<file path="src/rtl/irq_arb_pkg.sv">
package irq_arb_pkg;
  localparam int unsigned LVL_W = 2;
  typedef logic [LVL_W-1:0] lvl_t;
  localparam lvl_t LVL_TOP = '1;
endpackage

</file>
<file path="src/rtl/irq_pend_latch.sv">
module irq_pend_latch #(
  parameter int unsigned NCH = 6
) (
  input  logic           clk,
  input  logic           rst_n,
  input  logic [NCH-1:0] set_i,
  input  logic [NCH-1:0] clr_i,
  input  logic [NCH-1:0] srv_i,
  output logic [NCH-1:0] pend_o
);
  logic [NCH-1:0] pend_q;
  logic [NCH-1:0] pend_d;

  generate
    for (genvar g = 0; g < NCH; g++) begin : g_ch
      assign pend_d[g] = (pend_q[g] | set_i[g]) & ~clr_i[g] & ~srv_i[g];


      clr_drop_chk: assert property (@(posedge clk) disable iff (!rst_n)
        clr_i[g] |=> !pend_o[g]);


      set_hold_chk: assert property (@(posedge clk) disable iff (!rst_n)
        (pend_o[g] && !clr_i[g] && !srv_i[g]) |=> pend_o[g]);
    end
  endgenerate

  always_ff @(posedge clk or negedge rst_n) begin
    if (!rst_n) begin
      pend_q <= '0;
    end else begin
      pend_q <= pend_d;
    end
  end

  assign pend_o = pend_q;
endmodule

</file>
<file path="src/rtl/irq_prio_sel.sv">
module irq_prio_sel
  import irq_arb_pkg::*;
#(
  parameter int unsigned NSRC  = 5,
  parameter int unsigned VEC_W = 3
) (
  input  logic                  clk,
  input  logic                  rst_n,
  input  logic [NSRC:0]         pend_i,
  input  logic [NSRC*LVL_W-1:0] lvl_i,
  input  logic [NSRC-1:0]       cap_i,
  input  lvl_t                  cur_lvl_i,
  input  logic                  allow_i,
  input  logic                  halt_only_i,
  output logic                  valid_o,
  output logic [VEC_W-1:0]      vec_o,
  output lvl_t                  lvl_o
);
  localparam logic [VEC_W-1:0] TRAP_VEC = VEC_W'(NSRC);

  logic             found;
  lvl_t             best;
  logic [VEC_W-1:0] bidx;
  lvl_t             src_lvl;
  logic             elig;

  always_comb begin
    found   = 1'b0;
    best    = '0;
    bidx    = '0;
    src_lvl = '0;
    elig    = 1'b0;
    for (int i = NSRC - 1; i >= 0; i--) begin
      src_lvl = lvl_i[i*LVL_W +: LVL_W];
      elig    = pend_i[i] && allow_i && (src_lvl > cur_lvl_i) &&
                (!halt_only_i || cap_i[i]);
      if (elig && (!found || (src_lvl >= best))) begin
        found = 1'b1;
        best  = src_lvl;
        bidx  = VEC_W'(i);
      end
    end
    if (pend_i[NSRC]) begin
      found = 1'b1;
      best  = LVL_TOP;
      bidx  = TRAP_VEC;
    end
  end

  assign valid_o = found;
  assign vec_o   = bidx;
  assign lvl_o   = best;


  trap_first_chk: assert property (@(posedge clk) disable iff (!rst_n)
    pend_i[NSRC] |-> (valid_o && vec_o == TRAP_VEC));


  winner_above_chk: assert property (@(posedge clk) disable iff (!rst_n)
    (valid_o && vec_o != TRAP_VEC) |-> (pend_i[vec_o] && lvl_o > cur_lvl_i));
endmodule

</file>
<file path="src/rtl/irq_lvl_stack.sv">
module irq_lvl_stack
  import irq_arb_pkg::*;
#(
  parameter int unsigned DEPTH = 4
) (
  input  logic                       clk,
  input  logic                       rst_n,
  input  logic                       push_i,
  input  lvl_t                       push_lvl_i,
  input  logic                       pop_i,
  output lvl_t                       cur_lvl_o,
  output logic [$clog2(DEPTH+1)-1:0] depth_o
);
  localparam int unsigned DPW = $clog2(DEPTH + 1);
  localparam int unsigned PW  = (DEPTH > 1) ? $clog2(DEPTH) : 1;
  localparam logic [PW-1:0]  WP_LAST = PW'(DEPTH - 1);
  localparam logic [DPW-1:0] D_FULL  = DPW'(DEPTH);

  lvl_t           stk_q [DEPTH];
  logic [PW-1:0]  wp_q, wp_d;
  logic [DPW-1:0] depth_q, depth_d;
  lvl_t           cur_q, cur_d;
  logic           wr_en;
  logic           ctx_en;

  always_comb begin
    wp_d    = wp_q;
    depth_d = depth_q;
    cur_d   = cur_q;
    wr_en   = 1'b0;
    if (pop_i && depth_q != '0) begin
      wp_d    = (wp_q == '0) ? WP_LAST : wp_q - 1'b1;
      depth_d = depth_q - 1'b1;
      cur_d   = stk_q[wp_d];
    end else if (push_i) begin
      wr_en   = 1'b1;
      wp_d    = (wp_q == WP_LAST) ? '0 : wp_q + 1'b1;
      depth_d = (depth_q == D_FULL) ? depth_q : depth_q + 1'b1;
      cur_d   = push_lvl_i;
    end
  end

  assign ctx_en = (pop_i && depth_q != '0) || push_i;

  always_ff @(posedge clk or negedge rst_n) begin
    if (!rst_n) begin
      wp_q    <= '0;
      depth_q <= '0;
      cur_q   <= '0;
    end else if (ctx_en) begin
      wp_q    <= wp_d;
      depth_q <= depth_d;
      cur_q   <= cur_d;
    end
  end

  always_ff @(posedge clk or negedge rst_n) begin
    if (!rst_n) begin
      for (int i = 0; i < DEPTH; i++) stk_q[i] <= '0;
    end else if (wr_en) begin
      stk_q[wp_q] <= cur_q;
    end
  end

  assign cur_lvl_o = cur_q;
  assign depth_o   = depth_q;


  depth_range_chk: assert property (@(posedge clk) disable iff (!rst_n)
    depth_o <= D_FULL);


  full_stays_chk: assert property (@(posedge clk) disable iff (!rst_n)
    (push_i && !pop_i && depth_o == D_FULL) |=> depth_o == D_FULL);


  empty_ret_chk: assert property (@(posedge clk) disable iff (!rst_n)
    (pop_i && depth_o == '0 && !push_i) |=> $stable(cur_lvl_o));


  load_lvl_chk: assert property (@(posedge clk) disable iff (!rst_n)
    (push_i && !pop_i) |=> cur_lvl_o == $past(push_lvl_i));
endmodule

</file>
<file path="src/rtl/irq_arb_top.sv">
module irq_arb_top
  import irq_arb_pkg::*;
#(
  parameter int unsigned NSRC  = 5,
  parameter int unsigned DEPTH = 4,
  localparam int unsigned VEC_W = $clog2(NSRC + 1)
) (
  input  logic                  clk,
  input  logic                  rst_n,
  input  logic [NSRC-1:0]       req_i,
  input  logic [NSRC-1:0]       clr_i,
  input  logic                  trap_i,
  input  logic [NSRC*LVL_W-1:0] lvl_i,
  input  logic [NSRC-1:0]       halt_cap_i,
  input  logic                  nested_i,
  input  logic                  ack_i,
  input  logic                  ret_i,
  input  logic                  wait_i,
  input  logic                  halt_i,
  output logic                  irq_o,
  output logic [VEC_W-1:0]      vec_o,
  output logic                  wake_o,
  output logic [LVL_W-1:0]      cur_lvl_o
);
  localparam int unsigned DPW = $clog2(DEPTH + 1);
  localparam logic [VEC_W-1:0] TRAP_VEC = VEC_W'(NSRC);

  logic [1:0]      rst_sync_q;
  logic            rst_n_int;
  logic [NSRC:0]   pend;
  logic [NSRC:0]   srv;
  logic            sel_valid;
  logic [VEC_W-1:0] sel_vec;
  lvl_t            sel_lvl;
  lvl_t            cur_lvl;
  logic [DPW-1:0]  depth;
  logic            allow;
  logic            halt_only;
  logic            low_pwr;
  logic            do_ack;
  logic            ph_q, ph_d, ph_en;

  always_ff @(posedge clk or negedge rst_n) begin
    if (!rst_n) begin
      rst_sync_q <= '0;
    end else begin
      rst_sync_q <= {rst_sync_q[0], 1'b1};
    end
  end
  assign rst_n_int = rst_sync_q[1];

  always_comb begin
    srv = '0;
    if (do_ack) srv[sel_vec] = 1'b1;
  end

  irq_pend_latch #(.NCH(NSRC + 1)) u_pend (
    .clk    (clk),
    .rst_n  (rst_n_int),
    .set_i  ({trap_i, req_i}),
    .clr_i  ({1'b0, clr_i}),
    .srv_i  (srv),
    .pend_o (pend)
  );

  assign allow     = nested_i || (depth == '0);
  assign halt_only = halt_i || ph_q;

  irq_prio_sel #(.NSRC(NSRC), .VEC_W(VEC_W)) u_sel (
    .clk         (clk),
    .rst_n       (rst_n_int),
    .pend_i      (pend),
    .lvl_i       (lvl_i),
    .cap_i       (halt_cap_i),
    .cur_lvl_i   (cur_lvl),
    .allow_i     (allow),
    .halt_only_i (halt_only),
    .valid_o     (sel_valid),
    .vec_o       (sel_vec),
    .lvl_o       (sel_lvl)
  );

  assign low_pwr = wait_i || halt_i;
  assign irq_o   = sel_valid && !low_pwr;
  assign wake_o  = sel_valid && low_pwr;
  assign vec_o   = sel_vec;
  assign do_ack  = irq_o && ack_i && !ret_i;

  irq_lvl_stack #(.DEPTH(DEPTH)) u_stk (
    .clk        (clk),
    .rst_n      (rst_n_int),
    .push_i     (do_ack),
    .push_lvl_i (sel_lvl),
    .pop_i      (ret_i),
    .cur_lvl_o  (cur_lvl),
    .depth_o    (depth)
  );
  assign cur_lvl_o = cur_lvl;

  always_comb begin
    ph_en = (halt_i && wake_o) || do_ack;
    ph_d  = halt_i && wake_o;
  end

  always_ff @(posedge clk or negedge rst_n_int) begin
    if (!rst_n_int) begin
      ph_q <= 1'b0;
    end else if (ph_en) begin
      ph_q <= ph_d;
    end
  end


  irq_lp_chk: assert property (@(posedge clk) disable iff (!rst_n_int)
    low_pwr |-> !irq_o);


  conc_hold_chk: assert property (@(posedge clk) disable iff (!rst_n_int)
    (!nested_i && depth != '0 && irq_o) |-> vec_o == TRAP_VEC);


  halt_wake_chk: assert property (@(posedge clk) disable iff (!rst_n_int)
    (halt_i && wake_o && vec_o != TRAP_VEC) |-> halt_cap_i[vec_o]);


  post_halt_chk: assert property (@(posedge clk) disable iff (!rst_n_int)
    (ph_q && irq_o && vec_o != TRAP_VEC) |-> halt_cap_i[vec_o]);


  served_clear_chk: assert property (@(posedge clk) disable iff (!rst_n_int)
    do_ack |=> !pend[$past(vec_o)]);
endmodule

</file>
<file path="config.mk">
export PLATFORM = sky130hd
export DESIGN_NAME = irq_arb_top
export DESIGN_NICKNAME = d
export VERILOG_FILES = /design/src/rtl/irq_arb_pkg.sv /design/src/rtl/irq_pend_latch.sv /design/src/rtl/irq_prio_sel.sv /design/src/rtl/irq_lvl_stack.sv /design/src/rtl/irq_arb_top.sv
export SDC_FILE = /design/constraint.sdc
export NUM_CORES = 1
export LEC_CHECK = 0
export ABC_CLOCK_PERIOD_IN_PS = 7500
export BUFFER_PORTS_ARGS = -buffer_cell sky130_fd_sc_hd__buf_4
export CORE_MARGIN = 5
export CORE_UTILIZATION = 40
export DETAILED_ROUTE_END_ITERATION = 8
export SLEW_MARGIN = 10
export SYNTH_ARGS = -nofsm -noshare
export SYNTH_HDL_FRONTEND = slang
export SYNTH_SLANG_ARGS = --single-unit
export TNS_END_PERCENT = 30
</file>
<file path="constraint.sdc">
create_clock -name clk -period 7.5 [get_ports clk]
set_clock_uncertainty 0.1 [all_clocks]
set_input_delay 0 -clock clk [delete_from_list [all_inputs] [get_ports clk]]
set_output_delay 0 -clock clk [all_outputs]
set_load 0.02 [all_outputs]
</file>
==> qor.csv, run 1 <==
stage,metric,value,unit
outcome,status,"complete, no violations",
grt,total grt overflow,0,
die,# IOs,40,
routing,Post-Route WL,5550,µm
critical_path,Register-to-Register Setup Slack,0.60,ns
synth,Async SR Flop Fraction,100,%
sta,Max Clk Rate,145,MHz
sta,Setup-failing EPs final,0,
critical_path,Critical Path AT,6.94,ns
critical_path,CP Launch Point,u_stk.cur_lvl_o[1],
sta,setup TNS,0,ns
die,DIE WIDTH,81.9,µm
routing,Metal-1 WL,2660,µm
sta,Slew HR,38.9,%
run,Max-Cap Viols,0,
place,placed insts,323,
clock_network,Max Root-Sink Buffers,2,
routing,Via density,5.60,
routing,DR top layer,met4,
synth,Yosys top cell by area,dfrtp_1,
sta,"Hold Vio Cnt, Final",0,
sta,worst slew pin tran,0.917,ns
critical_path,Crit. End Element,flop,
worst_hold_path,worst hold path depth,3,
routing,met3 routed wirelength,298,µm
sta,Final min period,6.90,ns
place,Placer Congestion,0.890,
critical_path,reg2reg path depth,31,
clock_network,CTS tree,built,
sta,RSZ-0062 raised after global routing,no,
synth,Avg Inst Size Synth,9.43,µm²
synth,"FF+latch count, synth",24,
synth,Synth Instances,219,
synth,"count leader, synth",dfrtp_1,
clock_network,# Post-CTS Setup Buffers,0,
finish,final net count,329,
critical_path,Startpoint Class,flop,
critical_path,WS Path Type,reg2reg,
die,Die ar.,0.00670,mm²
critical_path,Reg-to-Reg End,u_pend.pend_o[1],
critical_path,Critical Path RT,7.55,ns
clock_network,TritonCTS Sinks,24,
critical_path,CP peak stage delay,0.58,ns
synth,Syn. warnings,0,
grt,pin count of the biggest net entering global routing,23,
finish,n_diodes,0,
routing,vias post-DR,1911,
place,number of I/O port buffers,39,
grt,total track usage,17.5,%
synth,"EDFF count, synth",0,
grt,antenna violations before repair,0,
finish,share of cells above drive strength 1,26.6,%
routing,Iteration-0 DRC Markers,117,
critical_path,critical-path maximum fanout,7,
routing,Wirelength per Cell,16.3,µm
die,num rows,26,
sta,Hold Slack,0.00899,ns
finish,fin cells,341,
critical_path,"Top cell by count, worst path",ha_1,
power,leak pwr,1.17,nW
power,power density cells,238,mW/mm²
critical_path,Critical Path End,u_pend.pend_o[1],
place,Detailed Place HPWL,4290,µm
die,die height,81.9,µm
routing,Post-DRT Antenna Nets,0,
synth,"Seq/Total Area, Yosys",29.1,%
clock_network,H-Tree Depth,1,
critical_path,slowest CP cell,dlygate4sd3_1,
die,core area,0.00507,mm²
worst_hold_path,HP Class,in2reg,
routing,Remaining DRCs,0,
routing,router iterations before antenna repair,5,
clock_network,clk_lat worst skew,0.27,ns
synth,top cell type's share of synthesized area,29.1,%
synth,Mapped Nets,275,
clock_network,TritonCTS Buffers,3,
clock_network,Clock Root Buffer,clkbuf_8,
sta,"Slew Viols, Final",0,
die,Initial Util,40.7,%
grt,first-pass GRT wire length,9020,µm
grt,vias in the first global route,1797,
synth,Synth area leaders,"dfrtp_1, ha_1, mux2_2",
power,Max VDD drop,101,µV
critical_path,Crit path max-delay family,compound AO/OA/AOI/OAI gates,
critical_path,critical path depth,31,
routing,DR WL met2,2540,µm
critical_path,FF-to-FF Start,u_stk.cur_lvl_o[1],
synth,"top cells by count, synth","dfrtp_1, ha_1, inv_1, a21oi_1, nor2_1",
synth,"Distinct cells, synth",53,
sta,"Period Utilization, post-route",92.0,%
finish,area delta synth->final,27.7,%
critical_path,Crit path buffers/inverters,3,
synth,Synth Cell Area,0.00207,mm²
clock_network,clock slew at reported path FFs,0.09,ns
synth,most used flip-flop cell after synthesis,dfrtp_1,
-- worst register-to-register path: cells and delay by family, from the launching register on --
kind | cells | cell delay (ns)
AOI/OAI and AO/OA | 12 | 2.33
and+or+nand+nor | 11 | 1.83
adders and majority gates | 5 | 1.31
buffers and inverters | 3 | 0.76
DFF | 1 | 0.43
-- what timing repair did --
action	4_1_cts	5_1_grt
endpoints found under the setup margin	0	9
hold buffers	15	0
endpoints found under the hold margin	10	0
resized for setup	0	7
-- power breakdown --
group	switching, mW	internal [mW]	leakage [nW]
logic	0.177	0.167	0.859
registers	0.0380	0.168	0.294
clock network	0.0421	0.0360	0.0216
total	0.257	0.371	1.17
-- logic make-up after synthesis --
| kind of cell | count (synthesis) | synth area share [%] |
|---|---|---|
| AO/OA/AOI/OAI | 75 | 28.5 |
| adder cells (fa/ha/maj) | 23 | 14.3 |
| buffers and inverters | 22 | 4.42 |
| flip-flops | 24 | 29.1 |
| multiplexers | 11 | 7.03 |
| other | 1 | 0.182 |
| AND/OR/NAND/NOR | 63 | 16.5 |
-- layout make-up --
type	count	area, µm²
clock buffer	3	41.3
inverter	15	56.3
multi-input combinational	173	1400
sequential	24	601
fill	508	2440
tap	70	87.6
timing repair buffer	56	458
-- per-stage QoR --
step / worst slack [ns] / instance area, µm² / utilization [%] / power (mW)
final: 0.602 / 2640 / 52.0 / 0.628
after global routing: 0.0243 / 2640 / 52.0 / 0.687
after CTS: 0.288 / 2620 / 51.6 / 0.628
after detailed placement: 0.605 / 2430 / 47.8 / 0.543
after global placement: 0.709 / 2430 / 47.8 / 0.533
after floorplan: 0.375 / 2070 / - / 0.444
-- cell usage in the layout, fill, tap and decap left out, types with 5 or more instances in the layout --
cell,count
a21oi_1,13
buf_4,41
dfrtp_1,24
dlygate4sd3_1,15
ha_1,22
inv_1,15
mux2_2,8
nand2_1,9
nand2b_1,8
nor2_1,14
nor2b_1,5
nor3_1,6
o21ai_0,7
-- sequential cells by signal, summed over array words and instances, names as in the netlist --
register,cells
u_stk.wp_q,2
u_stk.cur_lvl_o,2
u_stk.stk_q,8
ph_q,1
u_stk.depth_o,3
rst_sync_q,2
u_pend.pend_o,6
-- how the worst min path moves through the flow --
stage	start	endpoint	slack, ns
3_5_place_dp	rst_n	rst_sync_q[0]	-0.32
5_1_grt	ret_i	u_stk.cur_lvl_o[0]	0.04
3_3_place_gp	rst_n	rst_sync_q[0]	-0.32
4_1_cts	lvl_i[1]	u_stk.cur_lvl_o[1]	0.003
2_1_floorplan	rst_n	rst_sync_q[0]	-0.40
6_report	lvl_i[1]	u_stk.cur_lvl_o[1]	0.009
-- metal layers --
layer  GRT usage, %  vias to the layer above
met5              0                        -
met4           4.15                        0
met3           2.52                        6
met2           27.1                       53
met1           25.5                      909
li1               -                      943
(Power assumes the default switching activity.)
==> run 2, diff against run 1 <==
ABC_CLOCK_PERIOD_IN_PS = 7950   (was 7500)
CTS_CLUSTER_SIZE = 40   (was unset)
clock period = 7.95 ns   (was 7.5 ns; I/O delays follow)
==> run 2 against run 1 <==
- design area grew 0.95%
- global-route usage about the same
- die area stayed put
- fmax shrank 6.6%
- critical endpoint is now u_pend.pend_o[3]
- worst setup slack worse by 0.035 ns
- sequential cell count did not move
- combinational power decreased by 10%
- register-to-register slack got worse by 0.03 ns
==> qor.csv, run 2 (synthesis results as in run 1) <==
stage,metric,value,unit
outcome,status,"complete, no violations",
place,Placer Congestion,0.893,
clock_network,CTS tree,built,
grt,antenna violations before repair,0,
critical_path,"Top cell by count, worst path",ha_1,
critical_path,Critical Path RT,8.01,ns
routing,Wirelength per Cell,16.2,µm
power,Power Internal,0.378,mW
die,num rows,26,
sta,Final min period,7.38,ns
routing,Iteration-0 DRC Markers,97,
place,placed instance area,0.00241,mm²
finish,share of cells above drive strength 1,26.7,%
die,Die ar.,0.00670,mm²
die,die height,81.9,µm
power,Max VDD drop,110,µV
place,Setup Slack @ Placement,0.773,ns
sta,worst slew pin tran,0.962,ns
sta,"Slew Viols, Final",0,
critical_path,Startpoint Class,flop,
power,power density cells,232,mW/mm²
critical_path,Reg-to-Reg End,u_pend.pend_o[3],
critical_path,CP Launch Point,u_stk.cur_lvl_o[1],
clock_network,H-Tree Depth,1,
grt,total grt overflow,0,
power,net switching power,0.240,mW
place,Detailed Place HPWL,4140,µm
grt,pin count of the biggest net entering global routing,23,
clock_network,clk_lat worst skew,0.27,ns
sta,Slew HR,35.9,%
finish,area delta synth->final,29.0,%
critical_path,critical-path maximum fanout,7,
routing,Via density,5.51,
finish,"leading cell type in the layout, fill and taps excluded",buf_4,
critical_path,Critical Path AT,7.44,ns
sta,Hold Slack,0.00289,ns
grt,first-pass GRT wire length,9110,µm
critical_path,Crit. End Element,flop,
grt,vias in the first global route,1838,
critical_path,slowest CP cell,dlygate4sd3_1,
clock_network,TritonCTS Sinks,24,
power,combinational share of power,50.1,%
run,Max-Cap Viols,0,
die,Initial Util,40.7,%
sta,setup TNS,0,ns
power,sequential power share,32.1,%
sta,"Period Utilization, post-route",92.9,%
power,leak pwr,1.18,nW
sta,Final WS setup,0.567,ns
die,DIE WIDTH,81.9,µm
finish,max FFs per register,8,
worst_hold_path,HP Class,in2reg,
power,clock share of power,17.8,%
critical_path,critical path depth,30,
critical_path,CP peak stage delay,0.58,ns
critical_path,reg2reg path depth,30,
sta,Setup-failing EPs final,0,
grt,total track usage,17.5,%
routing,vias post-DR,1875,
critical_path,Crit path max-delay family,compound AO/OA/AOI/OAI gates,
die,core area,0.00507,mm²
critical_path,Critical Path End,u_pend.pend_o[3],
finish,post-route design area,0.00266,mm²
critical_path,WS Path Type,reg2reg,
finish,n_diodes,0,
power,Sw Ratio,38.8,%
die,# IOs,40,
worst_hold_path,worst hold path depth,3,
clock_network,clock slew at reported path FFs,0.09,ns
clock_network,Clock Root Buffer,clkbuf_8,
place,number of I/O port buffers,39,
routing,Post-DRT Antenna Nets,0,
sta,"Hold Vio Cnt, Final",0,
finish,final net count,327,
critical_path,Register-to-Register Setup Slack,0.57,ns
routing,router iterations before antenna repair,4,
critical_path,FF-to-FF Start,u_stk.cur_lvl_o[1],
finish,"commonest non-fill, non-tap cells in the layout","buf_4, dfrtp_1, ha_1",
finish,largest reg by FF count,u_stk.stk_q,
routing,Post-Route WL,5500,µm
clock_network,TritonCTS Buffers,3,
critical_path,Crit path buffers/inverters,2,
clock_network,Max Root-Sink Buffers,2,
routing,Remaining DRCs,0,
sta,Max Clk Rate,135,MHz
finish,filler instances,501,
-- run 2: worst min-delay path by stage --
stage                              end      from
CTS                 u_stk.cur_lvl_o[1]  lvl_i[1]
global placement         rst_sync_q[0]     rst_n
detailed placement       rst_sync_q[1]     rst_n
floorplan                rst_sync_q[0]     rst_n
global route        u_stk.cur_lvl_o[0]     ret_i
finish              u_stk.cur_lvl_o[1]  lvl_i[1]
-- run 2: per-stage QoR --
| stage | utilization [%] | power, mW | cells |
|---|---|---|---|
| 5_1_grt | 52.5 | 0.673 | 340 |
| 3_3_place_gp | 47.5 | 0.497 | 321 |
| 3_5_place_dp | 47.5 | 0.500 | 321 |
| 2_1_floorplan | - | 0.418 | 219 |
| 6_report | 52.5 | 0.618 | 340 |
| 4_1_cts | 51.9 | 0.616 | 340 |
-- run 2: timing repair --
action                                  CTS  global route
endpoints found under the setup margin    0             6
hold buffers                             15             0
setup buffers                             0             0
hold endpoints to repair                 10             0
resized for setup                         0             8
-- run 2: layer usage --
metal / track usage [%] / part of all wire (%)
met3: 2.52 / 5.1
met1: 24.5 / 47
met2: 29.2 / 47
met4: 2.66 / 0.31
met5: 0 / 0
-- run 2: final cells by class --
cell class                      instances  area, µm²  share of cell area, %
Tap cell                               70       87.6                   3.29
Inverter                               15       56.3                   2.11
Clock inverter                          1       30.0                   1.13
Clock buffer                            3       41.3                   1.55
Timing Repair Buffer                   54        443                   16.6
Multi-Input combinational cell        173       1400                   52.7
Sequential cell                        24        602                   22.6
-- run 2: worst min-delay path: cells and delay by family --
family	cells	cell delay, ns
buffers and inverters	1	0.11
AO/OA/AOI/OAI	2	0.23
-- run 2: power groups by stage --
stage               clock network (mW)  logic [mW]  registers [mW]
finish                           0.110       0.310           0.198
global route                     0.116       0.351           0.206
CTS                              0.112       0.307           0.198
detailed placement                   0       0.300           0.200
global placement                     0       0.297           0.200
floorplan                            0       0.227           0.192
==> run 3, diff against run 2 <==
MAX_ROUTING_LAYER = met4   (was unset)
REMOVE_ABC_BUFFERS = 1   (was unset)
==> run 3 against run 2 <==
- clock power down 35%
- routed wire length fell by 3.0%
- power is 6.1% lower
- utilization decreased by 0.64 points
- worst setup slack gained 0.061 ns
- design area decreased by 1.2%
- sequential power is 3% lower
- die area is the same
- critical path type unchanged
- critical endpoint unchanged
- largest cell class unchanged
- largest power group unchanged
==> qor.csv, run 3 (synthesis results as in run 1) <==
stage,metric,value,unit
grt,total track usage,17.6,%
finish,max FFs per register,8,
power,power density cells,221,mW/mm²
clock_network,clock slew at reported path FFs,0.08,ns
critical_path,Critical Path RT,7.99,ns
finish,"commonest non-fill, non-tap cells in the layout","buf_4, dfrtp_1, ha_1",
clock_network,clk_lat worst skew,0.26,ns
power,sequential power share,33.1,%
critical_path,"Top cell by count, worst path",ha_1,
clock_network,TritonCTS Buffers,3,
critical_path,WS Path Type,reg2reg,
finish,area delta synth->final,27.4,%
clock_network,CTS tree,built,
routing,router iterations before antenna repair,4,
critical_path,critical-path maximum fanout,7,
die,# IOs,40,
grt,pin count of the biggest net entering global routing,23,
critical_path,FF-to-FF Start,u_stk.cur_lvl_o[1],
grt,total grt overflow,0,
clock_network,Max Root-Sink Buffers,2,
finish,post-route design area,0.00263,mm²
worst_hold_path,hold endpoint,u_stk.cur_lvl_o[1],
critical_path,reg2reg path depth,30,
critical_path,Startpoint Class,flop,
routing,Post-DRT Antenna Nets,0,
power,combinational share of power,54.6,%
run,Max-Cap Viols,0,
power,net switching power,0.234,mW
critical_path,Critical Path AT,7.37,ns
routing,Via density,5.44,
worst_hold_path,worst hold path depth,3,
clock_network,Clock Root Buffer,clkbuf_8,
finish,fin cells,340,
power,Max VDD drop,164,µV
sta,"Hold Vio Cnt, Final",0,
power,Power Internal,0.347,mW
sta,"Slew Viols, Final",0,
clock_network,# Post-CTS Setup Buffers,0,
critical_path,Crit. End Element,flop,
sta,Slew HR,38.8,%
finish,largest reg by FF count,u_stk.stk_q,
grt,vias in the first global route,1787,
sta,Setup-failing EPs final,0,
finish,n_diodes,0,
die,Die ar.,0.00670,mm²
clock_network,TritonCTS Sinks,24,
die,num rows,26,
place,Placer Congestion,0.925,
sta,Hold Slack,0.0219,ns
sta,RSZ-0062 raised after global routing,no,
sta,Max Clk Rate,137,MHz
die,Initial Util,40.7,%
power,clock share of power,12.3,%
die,die height,81.9,µm
place,Detailed Place HPWL,4260,µm
critical_path,Reg-to-Reg End,u_pend.pend_o[3],
place,number of I/O port buffers,39,
finish,share of cells above drive strength 1,26.7,%
routing,Remaining DRCs,0,
place,placed instance area,0.00242,mm²
routing,vias post-DR,1850,
worst_hold_path,HP Class,in2reg,
sta,Final min period,7.32,ns
power,Final Power,0.580,mW
critical_path,Register-to-Register Setup Slack,0.63,ns
power,Sw Ratio,40.3,%
worst_hold_path,Hold Path Origin,lvl_i[1],
die,DIE WIDTH,81.9,µm
routing,Wirelength per Cell,15.7,µm
sta,worst slew pin tran,0.918,ns
routing,Post-Route WL,5330,µm
grt,antenna violations before repair,0,
power,leak pwr,1.17,nW
finish,final net count,328,
routing,Iteration-0 DRC Markers,98,
clock_network,H-Tree Depth,1,
place,placed insts,322,
outcome,status,"complete, no violations",
sta,"Period Utilization, post-route",92.1,%
finish,"leading cell type in the layout, fill and taps excluded",buf_4,
critical_path,slowest CP cell,dlygate4sd3_1,
critical_path,CP peak stage delay,0.58,ns
sta,setup TNS,0,ns
die,core area,0.00507,mm²
grt,first-pass GRT wire length,8850,µm
==> run 3: cell types whose count changed in the layout (fill, tap and decap cells not counted), sizes merged <==
| cell | before | now |
|---|---|---|
| bufinv | 1 | 0 |
| buf | 39 | 40 |
==> run 3: per-stage QoR <==
step | worst slack (ns) | util [%]
2_1_floorplan | 0.978 | -
3_3_place_gp | 0.917 | 47.7
3_5_place_dp | 0.741 | 47.7
4_1_cts | 0.160 | 51.4
5_1_grt | 0.0948 | 51.8
6_report | 0.628 | 51.8
==> run 3: worst max path at each step <==
stage | start | end | slack [ns] | cells past startpoint
after global placement | u_stk.cur_lvl_o[1] | u_pend.pend_o[3] | 0.92 | 29
after global routing | u_stk.cur_lvl_o[1] | u_pend.pend_o[2] | 0.09 | 30
after CTS | u_stk.cur_lvl_o[1] | u_pend.pend_o[3] | 0.16 | 29
after detailed placement | u_stk.cur_lvl_o[1] | u_pend.pend_o[3] | 0.74 | 28
after floorplan | u_stk.cur_lvl_o[1] | u_pend.pend_o[2] | 0.98 | 29
final | u_stk.cur_lvl_o[1] | u_pend.pend_o[3] | 0.63 | 30
==> run 3: layer usage <==
layer	wire, µm	track usage [%]	vias up
li1	-	-	947
met1	2570	24.3	861
met2	2490	28.3	40
met3	245	2.19	2
met4	19	2.49	0
met5	0	-	-
==> run 3: power groups by stage <==
stage / combinational, mW / sequential, mW / clock (mW)
floorplan: 0.221 / 0.193 / 0
global placement: 0.309 / 0.194 / 0
detailed placement: 0.309 / 0.194 / 0
CTS: 0.317 / 0.192 / 0.0744
global route: 0.360 / 0.199 / 0.0784
finish: 0.317 / 0.192 / 0.0711
==> run 3: worst max-delay path, delay by kind of cell, from the launching register on <==
family | cells | cell delay [ns]
simple gates | 11 | 2.07
flops | 1 | 0.44
fa+ha+maj | 5 | 1.28
buf+inv | 2 | 0.75
compound gates | 12 | 2.58
==> run 3: timing repair <==
item	4_1_cts	5_1_grt
endpoints found under the hold margin	10	0
resized for setup	0	7
endpoints found under the setup margin	0	5
hold buffers	15	0
==> run 3: layout make-up <==
type,instances,area (µm²)
fillers,482,2440
clock buffers,3,41.3
multi-input cells,173,1400
well taps,70,87.6
inverters,15,56.3
repair buffers,55,450
flip-flops and latches,24,601
